File: src/rtl/fracn_pkg.sv
package fracn_pkg;
  localparam int MASH_ORDER = 3;
  localparam int OFF_W      = 4;
  localparam int NS_W       = 3;
  localparam logic [NS_W-1:0] NS_DITHER_ON = 3'b000;

  typedef logic signed [OFF_W-1:0] mash_off_t;
endpackage

File: src/rtl/fracn_acc_stage.sv
module fracn_acc_stage #(
  parameter int W = 12
) (
  input  logic [W-1:0] acc_in,
  input  logic [W-1:0] addend,
  input  logic [W-1:0] modulus,
  input  logic         inc,
  output logic [W-1:0] acc_next,
  output logic         carry
);
  logic [W:0] sum_ext;
  logic [W:0] wrapped;

  always_comb begin
    sum_ext  = {1'b0, acc_in} + {1'b0, addend} + {{W{1'b0}}, inc};
    wrapped  = sum_ext - {1'b0, modulus};
    carry    = (sum_ext >= {1'b0, modulus});
    acc_next = carry ? wrapped[W-1:0] : sum_ext[W-1:0];
  end
endmodule

File: src/rtl/fracn_noise_comb.sv
module fracn_noise_comb
  import fracn_pkg::*;
(
  input  logic                  clk,
  input  logic                  rst_n,
  input  logic                  clear,
  input  logic                  step,
  input  logic                  restart,
  input  logic [MASH_ORDER-1:0] carry,
  output mash_off_t             offset
);
  logic c2_q, c3_q, c3_qq;
  logic c2_d, c3_d, c3_dd;
  logic c2_p, c3_p, c3_pp;

  always_comb begin
    c2_p = restart ? 1'b0 : c2_q;
    c3_p = restart ? 1'b0 : c3_q;
    c3_pp = restart ? 1'b0 : c3_qq;
    offset = mash_off_t'({3'b000, carry[0]})
           + mash_off_t'({3'b000, carry[1]})
           - mash_off_t'({3'b000, c2_p})
           + mash_off_t'({3'b000, carry[2]})
           - mash_off_t'({2'b00, c3_p, 1'b0})
           + mash_off_t'({3'b000, c3_pp});
  end

  always_comb begin
    c2_d  = c2_q;
    c3_d  = c3_q;
    c3_dd = c3_qq;
    if (clear) begin
      c2_d  = 1'b0;
      c3_d  = 1'b0;
      c3_dd = 1'b0;
    end else if (step) begin
      c2_d  = carry[1];
      c3_d  = carry[2];
      c3_dd = c3_p;
    end
  end

  always_ff @(posedge clk or negedge rst_n) begin
    if (!rst_n) begin
      c2_q  <= 1'b0;
      c3_q  <= 1'b0;
      c3_qq <= 1'b0;
    end else begin
      c2_q  <= c2_d;
      c3_q  <= c3_d;
      c3_qq <= c3_dd;
    end
  end

  // the combined offset never leaves the -3..+4 window
  assert_offset_window_R5: assert property (@(posedge clk) disable iff (!rst_n)
    step |-> (offset >= -4'sd3 && offset <= 4'sd4));
endmodule

File: src/rtl/fracn_dither_lfsr.sv
module fracn_dither_lfsr #(
  parameter int          W     = 15,
  parameter int          TAP_A = 14,
  parameter int          TAP_B = 13,
  parameter int unsigned SEED  = 'h4A73
) (
  input  logic clk,
  input  logic rst_n,
  input  logic clear,
  input  logic step,
  input  logic enable,
  output logic dith_bit
);
  localparam logic [W-1:0] SEED_V = W'(SEED);

  logic [W-1:0] lfsr_q;
  logic [W-1:0] lfsr_d;
  logic         fb_bit;

  always_comb begin
    fb_bit   = lfsr_q[TAP_A] ^ lfsr_q[TAP_B];
    dith_bit = enable & lfsr_q[0];
    lfsr_d   = lfsr_q;
    if (clear)      lfsr_d = SEED_V;
    else if (step)  lfsr_d = {lfsr_q[W-2:0], fb_bit};
  end

  always_ff @(posedge clk or negedge rst_n) begin
    if (!rst_n) lfsr_q <= SEED_V;
    else        lfsr_q <= lfsr_d;
  end

  // the sequence generator must never lock up in the all-zero state
  assert_lfsr_live_R7: assert property (@(posedge clk) disable iff (!rst_n)
    lfsr_q != '0);
endmodule

File: src/rtl/fracn_fb_counter.sv
module fracn_fb_counter #(
  parameter int W = 9
) (
  input  logic         clk,
  input  logic         rst_n,
  input  logic         hold,
  input  logic [W-1:0] load_val,
  output logic         tc
);
  logic [W-1:0] cnt_q;
  logic [W-1:0] cnt_d;

  always_comb begin
    tc = (cnt_q == '0) && !hold;
    if (hold)    cnt_d = '0;
    else if (tc) cnt_d = load_val - W'(1);
    else         cnt_d = cnt_q - W'(1);
  end

  always_ff @(posedge clk or negedge rst_n) begin
    if (!rst_n) cnt_q <= '0;
    else        cnt_q <= cnt_d;
  end
endmodule

File: src/rtl/fracn_div_ctrl.sv
module fracn_div_ctrl
  import fracn_pkg::*;
#(
  parameter int          INT_W     = 8,
  parameter int          MOD_W     = 12,
  parameter int          LFSR_W    = 15,
  parameter int          LFSR_TAPA = 14,
  parameter int          LFSR_TAPB = 13,
  parameter int unsigned LFSR_SEED = 'h4A73
) (
  input  logic                 clk,
  input  logic                 rst_n,
  input  logic [INT_W-1:0]     int_val,
  input  logic [MOD_W-1:0]     frac_val,
  input  logic [MOD_W-1:0]     mod_val,
  input  logic [NS_W-1:0]      ns_mode,
  input  logic                 cnt_reset,
  input  logic                 pwr_down,
  output logic [INT_W:0]       div_value,
  output logic                 fb_edge
);
  localparam int DIV_W  = INT_W + 1;
  localparam int STAGES = MASH_ORDER;

  logic             run_q;
  logic             hold_i;
  logic             boundary;
  logic             restart;
  logic             dith_bit;
  logic [MOD_W-1:0] frac_eff;
  logic [MOD_W-1:0] mod_q, mod_d;
  logic [DIV_W-1:0] div_q, div_d;
  logic [DIV_W-1:0] new_n;
  mash_off_t        offset;

  logic [MOD_W-1:0]  acc_q   [STAGES];
  logic [MOD_W-1:0]  acc_d   [STAGES];
  logic [MOD_W-1:0]  acc_in  [STAGES];
  logic [MOD_W-1:0]  acc_nxt [STAGES];
  logic [MOD_W-1:0]  addend  [STAGES];
  logic [STAGES-1:0] inc;
  logic [STAGES-1:0] carry;

  always_ff @(posedge clk or negedge rst_n) begin
    if (!rst_n) run_q <= 1'b0;
    else        run_q <= 1'b1;
  end

  assign hold_i   = cnt_reset | pwr_down | ~run_q;
  assign boundary = fb_edge;
  assign restart  = (mod_val != mod_q);
  assign frac_eff = (frac_val > mod_val) ? mod_val : frac_val;

  fracn_dither_lfsr #(
    .W(LFSR_W), .TAP_A(LFSR_TAPA), .TAP_B(LFSR_TAPB), .SEED(LFSR_SEED)
  ) u_dither (
    .clk(clk), .rst_n(rst_n), .clear(hold_i), .step(boundary),
    .enable(ns_mode == NS_DITHER_ON), .dith_bit(dith_bit)
  );

  for (genvar k = 0; k < STAGES; k++) begin : g_stage
    if (k == 0) begin : g_head
      assign addend[k] = frac_eff;
      assign inc[k]    = 1'b0;
    end else if (k == STAGES - 1) begin : g_tail
      assign addend[k] = acc_nxt[k-1];
      assign inc[k]    = dith_bit;
    end else begin : g_mid
      assign addend[k] = acc_nxt[k-1];
      assign inc[k]    = 1'b0;
    end

    assign acc_in[k] = restart ? '0 : acc_q[k];

    fracn_acc_stage #(.W(MOD_W)) u_acc (
      .acc_in(acc_in[k]), .addend(addend[k]), .modulus(mod_val),
      .inc(inc[k]), .acc_next(acc_nxt[k]), .carry(carry[k])
    );

    always_comb begin
      acc_d[k] = acc_q[k];
      if (hold_i)        acc_d[k] = '0;
      else if (boundary) acc_d[k] = acc_nxt[k];
    end

    always_ff @(posedge clk or negedge rst_n) begin
      if (!rst_n) acc_q[k] <= '0;
      else        acc_q[k] <= acc_d[k];
    end

    // every stage keeps its residue below the modulus it wrapped against
    assert_acc_wrap_R5: assert property (@(posedge clk) disable iff (!rst_n)
      (boundary && mod_val >= MOD_W'(2)) |=> (acc_q[k] < mod_q));
  end

  fracn_noise_comb u_comb (
    .clk(clk), .rst_n(rst_n), .clear(hold_i), .step(boundary),
    .restart(restart), .carry(carry), .offset(offset)
  );

  assign new_n = {1'b0, int_val} + {{(DIV_W-OFF_W){offset[OFF_W-1]}}, offset};

  always_comb begin
    div_d = div_q;
    mod_d = mod_q;
    if (hold_i) begin
      div_d = '0;
      mod_d = '0;
    end else if (boundary) begin
      div_d = new_n;
      mod_d = mod_val;
    end
  end

  always_ff @(posedge clk or negedge rst_n) begin
    if (!rst_n) begin
      div_q <= '0;
      mod_q <= '0;
    end else begin
      div_q <= div_d;
      mod_q <= mod_d;
    end
  end

  fracn_fb_counter #(.W(DIV_W)) u_cnt (
    .clk(clk), .rst_n(rst_n), .hold(hold_i), .load_val(new_n), .tc(fb_edge)
  );

  assign div_value = div_q;

  // a hold clears the presented division value
  assert_hold_clears_R1: assert property (@(posedge clk) disable iff (!rst_n)
    hold_i |=> (div_value == '0));

  // leaving the hold produces an immediate feedback strobe
  assert_release_edge_R2: assert property (@(posedge clk) disable iff (!rst_n)
    $fell(hold_i) |-> fb_edge);

  // between strobes the division value does not move
  assert_mid_count_stable_R4: assert property (@(posedge clk) disable iff (!rst_n)
    (!fb_edge && !hold_i) |=> $stable(div_value));

  // each new division lies within INT-3 .. INT+4 of the sampled integer
  assert_div_window_R5: assert property (@(posedge clk) disable iff (!rst_n)
    fb_edge |=> ((div_value + DIV_W'(3) >= {1'b0, $past(int_val)}) &&
                 (div_value <= {1'b0, $past(int_val)} + DIV_W'(4))));
endmodule

File: config.mk
export PLATFORM = sky130hd
export DESIGN_NAME = fracn_div_ctrl
export DESIGN_NICKNAME = d
export VERILOG_FILES = /design/src/rtl/fracn_pkg.sv /design/src/rtl/fracn_acc_stage.sv /design/src/rtl/fracn_noise_comb.sv /design/src/rtl/fracn_dither_lfsr.sv /design/src/rtl/fracn_fb_counter.sv /design/src/rtl/fracn_div_ctrl.sv
export SDC_FILE = /design/constraint.sdc
export NUM_CORES = 1
export LEC_CHECK = 0
export BUFFER_PORTS_ARGS = -buffer_cell sky130_fd_sc_hd__buf_4
export CELL_PAD_IN_SITES_DETAIL_PLACEMENT = 0
export CELL_PAD_IN_SITES_GLOBAL_PLACEMENT = 1
export CORE_MARGIN = 2
export CORE_UTILIZATION = 30
export CTS_CLUSTER_DIAMETER = 200
export CTS_CLUSTER_SIZE = 40
export DETAILED_ROUTE_END_ITERATION = 12
export GPL_ROUTABILITY_DRIVEN = 0
export PLACE_DENSITY = 0.67
export SYNTH_ARGS = -nofsm -noshare
export SYNTH_HDL_FRONTEND = slang
export SYNTH_SLANG_ARGS = --single-unit
File: constraint.sdc
create_clock -name clk -period 34 [get_ports clk]
set_input_delay 5.1 -clock clk [delete_from_list [all_inputs] [get_ports clk]]
set_output_delay 5.1 -clock clk [all_outputs]
set_load 0.1 [all_outputs]
==> results.sh <==
export IMPL_die_h_um=172
export IMPL_rrSetupSlack_ns=16.81
export IMPL_crit_top_cell="ha_1"
export IMPL_antennaDiodeCount=0
export IMPL_rsz0062_at_grt="no"
export IMPL_grt_pass1_vias=7228
export IMPL_viasPerCell=5.13
export IMPL_cts_buffers=9
export IMPL_cts_setup_buffers=0
export IMPL_cts_tree="yes"
export IMPL_wl_per_cell_um=17.5
export IMPL_critical_path_max_fanout=21
export IMPL_yosysWarnings=0
export IMPL_avgSynthCellArea_um2=8.08
export IMPL_cts_sinks=85
export IMPL_crit_path_start_kind="input port"
export IMPL_die_w_um=172
export IMPL_synthTopCellsByArea="dfrtp_1 (23%), ha_1 (15%), a21oi_1 (6.0%)"
export IMPL_synth_cell_types=69
export IMPL_final_antenna_net_count=0
export IMPL_hold_slack_ns=0.484
export IMPL_tightest_slew_ns=0.924
export IMPL_grt_start_max_net_pins=81
export IMPL_dp_hpwl_um=19100
export IMPL_finalSetupViolCount=0
export IMPL_buffer_ports_inserted=48
export IMPL_cap_viol_max_count=0
export IMPL_slew_viol_final=0
export IMPL_cts_htree_levels=3
export IMPL_worstSetupPathType="input port to flip-flop"
export IMPL_postSynthCellCount=1045
export IMPL_hold_viol_final=0
export IMPL_r2r_start="mod_q[8]$_DFFE_PN0P_"
export IMPL_powerDensity_mw_per_mm2=54.1
export IMPL_status="finished, final reports clean"
export IMPL_antenna_found_initial=0
export IMPL_crit_arrival_ns=23.00
export IMPL_synth_top_area_share_pct=22.8
export IMPL_finalClockSkew_ns=0.0120
export IMPL_min_from="u_dither.lfsr_q[5]$_DFFE_PN1P_"
export IMPL_routed_wirelength_um=25500
export IMPL_root_buffer="clkbuf_16"
export IMPL_area_delta_synth_final_pct=12.4
export IMPL_start_util_pct=30.4
export IMPL_ys_async_sr_fraction_pct=100
export IMPL_dr_pass1_iters=5
export IMPL_grt_pass1_wl_um=40700
export IMPL_utilization_pct=34.2
export IMPL_endpoint_kind="flip-flop"
export IMPL_clkLatencyLatePin_ns=0.35
export IMPL_synthFlopType="dfrtp_1"
export IMPL_yosysSeqAreaShare_pct=25.3
export IMPL_synth_fp_nets=1192
export IMPL_grt_usage_pct=18.0
export IMPL_drc=0
export IMPL_nNetsFinal=1222
export IMPL_clockBufferDepth=2
export IMPL_clock_fmax_ghz=0.0439
export IMPL_vias=7477
export IMPL_synth_area_mm2=0.00845
export IMPL_p_leak_uw=0.00449
export IMPL_hold_depth=2
export IMPL_slowest_stage="nor2_1"
export IMPL_postCtsResizedCells=0
export IMPL_cpPeakStageDelay_ns=0.71
export IMPL_drive_gt1_share_pct=11.7
export IMPL_power_uw=514
export IMPL_core_area_mm2=0.0278
export IMPL_reg2reg_depth=79
export IMPL_hold_path_endpoint="u_dither.lfsr_q[5]$_DFFE_PN1P_"
export IMPL_setup_tns_ns=0
export IMPL_die_area_mm2=0.0295
export IMPL_drt_initial_drc_count=550
export IMPL_synth_area_leader_cell="dfrtp_1"
export IMPL_fin_crit_ns=22.77
export IMPL_r2r_end="u_cnt.cnt_q[8]$_DFF_PN0_"
export IMPL_ys_ff_latch=85
export IMPL_io_pins=49
export IMPL_synth_edf_count=0
export IMPL_placement_rows=61
export IMPL_overflow=0
export IMPL_ir_drop_mv=0.0320
export IMPL_clk_pin_slew_worst_paths_ns=0.07
export IMPL_min_period_over_period_pct=67.0
export IMPL_hold_path_class="flip-flop to flip-flop"
export IMPL_fillers=2987
export IMPL_max_slew_margin_pct=38.4
export IMPL_holdBufCountCts=0
export IMPL_critical_path_required_ns=34.22
[cell families after synthesis]
group,synth area share (%)
adder cells (fa/ha/maj),16.9
other,0.0444
buffers and inverters,4.49
XOR/XNOR,7.05
multiplexers,3.54
AO/OA/AOI/OAI,20.3
AND/OR/NAND/NOR,22.3
flip-flops,25.3
[worst max-delay path, delay by kind of cell]
kind	cells	cell delay, ns
xor+xnor	4	0.83
compound gates	30	5.68
simple gates	27	5.38
mux	1	0.36
buf+inv	10	1.50
fa+ha+maj	13	4.09
[registers in the layout, summed over array words and instances, names as in the netlist]
register	count
u_dither.lfsr_q	15
div_value	9
acc_q	36
u_comb.c3_qq	1
run_q	1
u_comb.c3_q	1
u_comb.c2_q	1
mod_q	12
u_cnt.cnt_q	9
[area by class of cell]
type | instances | area, um2 | share of cell area, %
tap | 378 | 473 | 4.98
multi-input combinational | 865 | 5950 | 62.6
clock inverter | 6 | 68.8 | 0.725
timing repair buffer | 55 | 413 | 4.35
sequential | 85 | 2140 | 22.5
clock buffer | 10 | 229 | 2.41
inverter | 59 | 226 | 2.39
[where the power goes]
| part | total (uW) | internal, uW | switching, uW |
|---|---|---|---|
| Combinational | 297 | 112 | 185 |
| Clock | 105 | 57.8 | 47.0 |
| Sequential | 112 | 108 | 3.97 |
| Total | 514 | 278 | 236 |
[layout by cell type (no fill, tap or decap), types with 20 or more instances in the layout]
master and count:
nor2b_1 20, a21oi_1 102, inv_1 57, buf_4 55, nand2_1 114, nor2_1 91
mux2_2 23, a21o_1 21, dfrtp_1 77, xnor2_1 54, o21ai_0 55, and2_1 44
nor3_1 29, nand3_1 22, ha_1 98
[cell usage after synthesis, types with 3 or more instances]
cell	number
o21a_1	18
a31o_2	3
o31a_1	6
dfrtp_1	77
a31oi_1	6
o22ai_1	3
a21boi_0	10
a21o_1	21
nor4_1	4
nand2b_1	11
and3_1	5
a21oi_1	102
nor2b_1	20
ha_1	98
nor2_1	91
nand4_1	14
o31ai_1	8
xor2_1	14
and2_1	44
or2_2	10
or3_1	8
inv_1	57
o21ai_0	55
nand3_1	22
o211ai_1	6
a211oi_1	9
clkbuf_1	33
nand2_1	114
nor3_1	30
fa_1	10
xnor2_1	54
mux2_2	23
dfstp_2	8
o21bai_1	3
mux2i_1	4
o211a_1	6
[per-layer routing]
layer  wire length, um  part of all wire (%)  vias to the layer above  GRT usage [%]
met5                 0                     0                        -              0
met4               539                   2.1                        0           5.52
met3               753                   3.0                       28           1.70
met2             11600                    46                      136           29.0
met1             12600                    49                     3578           25.4
li1                  -                     -                     3735              -
[stage by stage]
| stage | cell area [um2] | setup WS [ns] | instances |
|---|---|---|---|
| after CTS | 9500 | 11.40 | 1458 |
| after detailed placement | 9200 | 11.08 | 1442 |
| final | 9500 | 11.23 | 1458 |
| after global placement | 9200 | 11.56 | 1442 |
| after floorplan | 8450 | 14.01 | 1045 |
| after global routing | 9500 | 9.64 | 1458 |
[worst max path at each step]
stage               start                  endpoint  depth (start not counted)
2_1_floorplan  mod_val[5]  u_cnt.cnt_q[8]$_DFF_PN0_                         89
3_3_place_gp   mod_val[5]  u_cnt.cnt_q[8]$_DFF_PN0_                         85
3_5_place_dp   mod_val[5]  u_cnt.cnt_q[8]$_DFF_PN0_                         85
4_1_cts        mod_val[5]  u_cnt.cnt_q[8]$_DFF_PN0_                         85
5_1_grt        mod_val[5]  u_cnt.cnt_q[8]$_DFF_PN0_                         85
6_report       mod_val[5]  u_cnt.cnt_q[8]$_DFF_PN0_                         85
No activity file was read; power rests on OpenSTA's default activity.
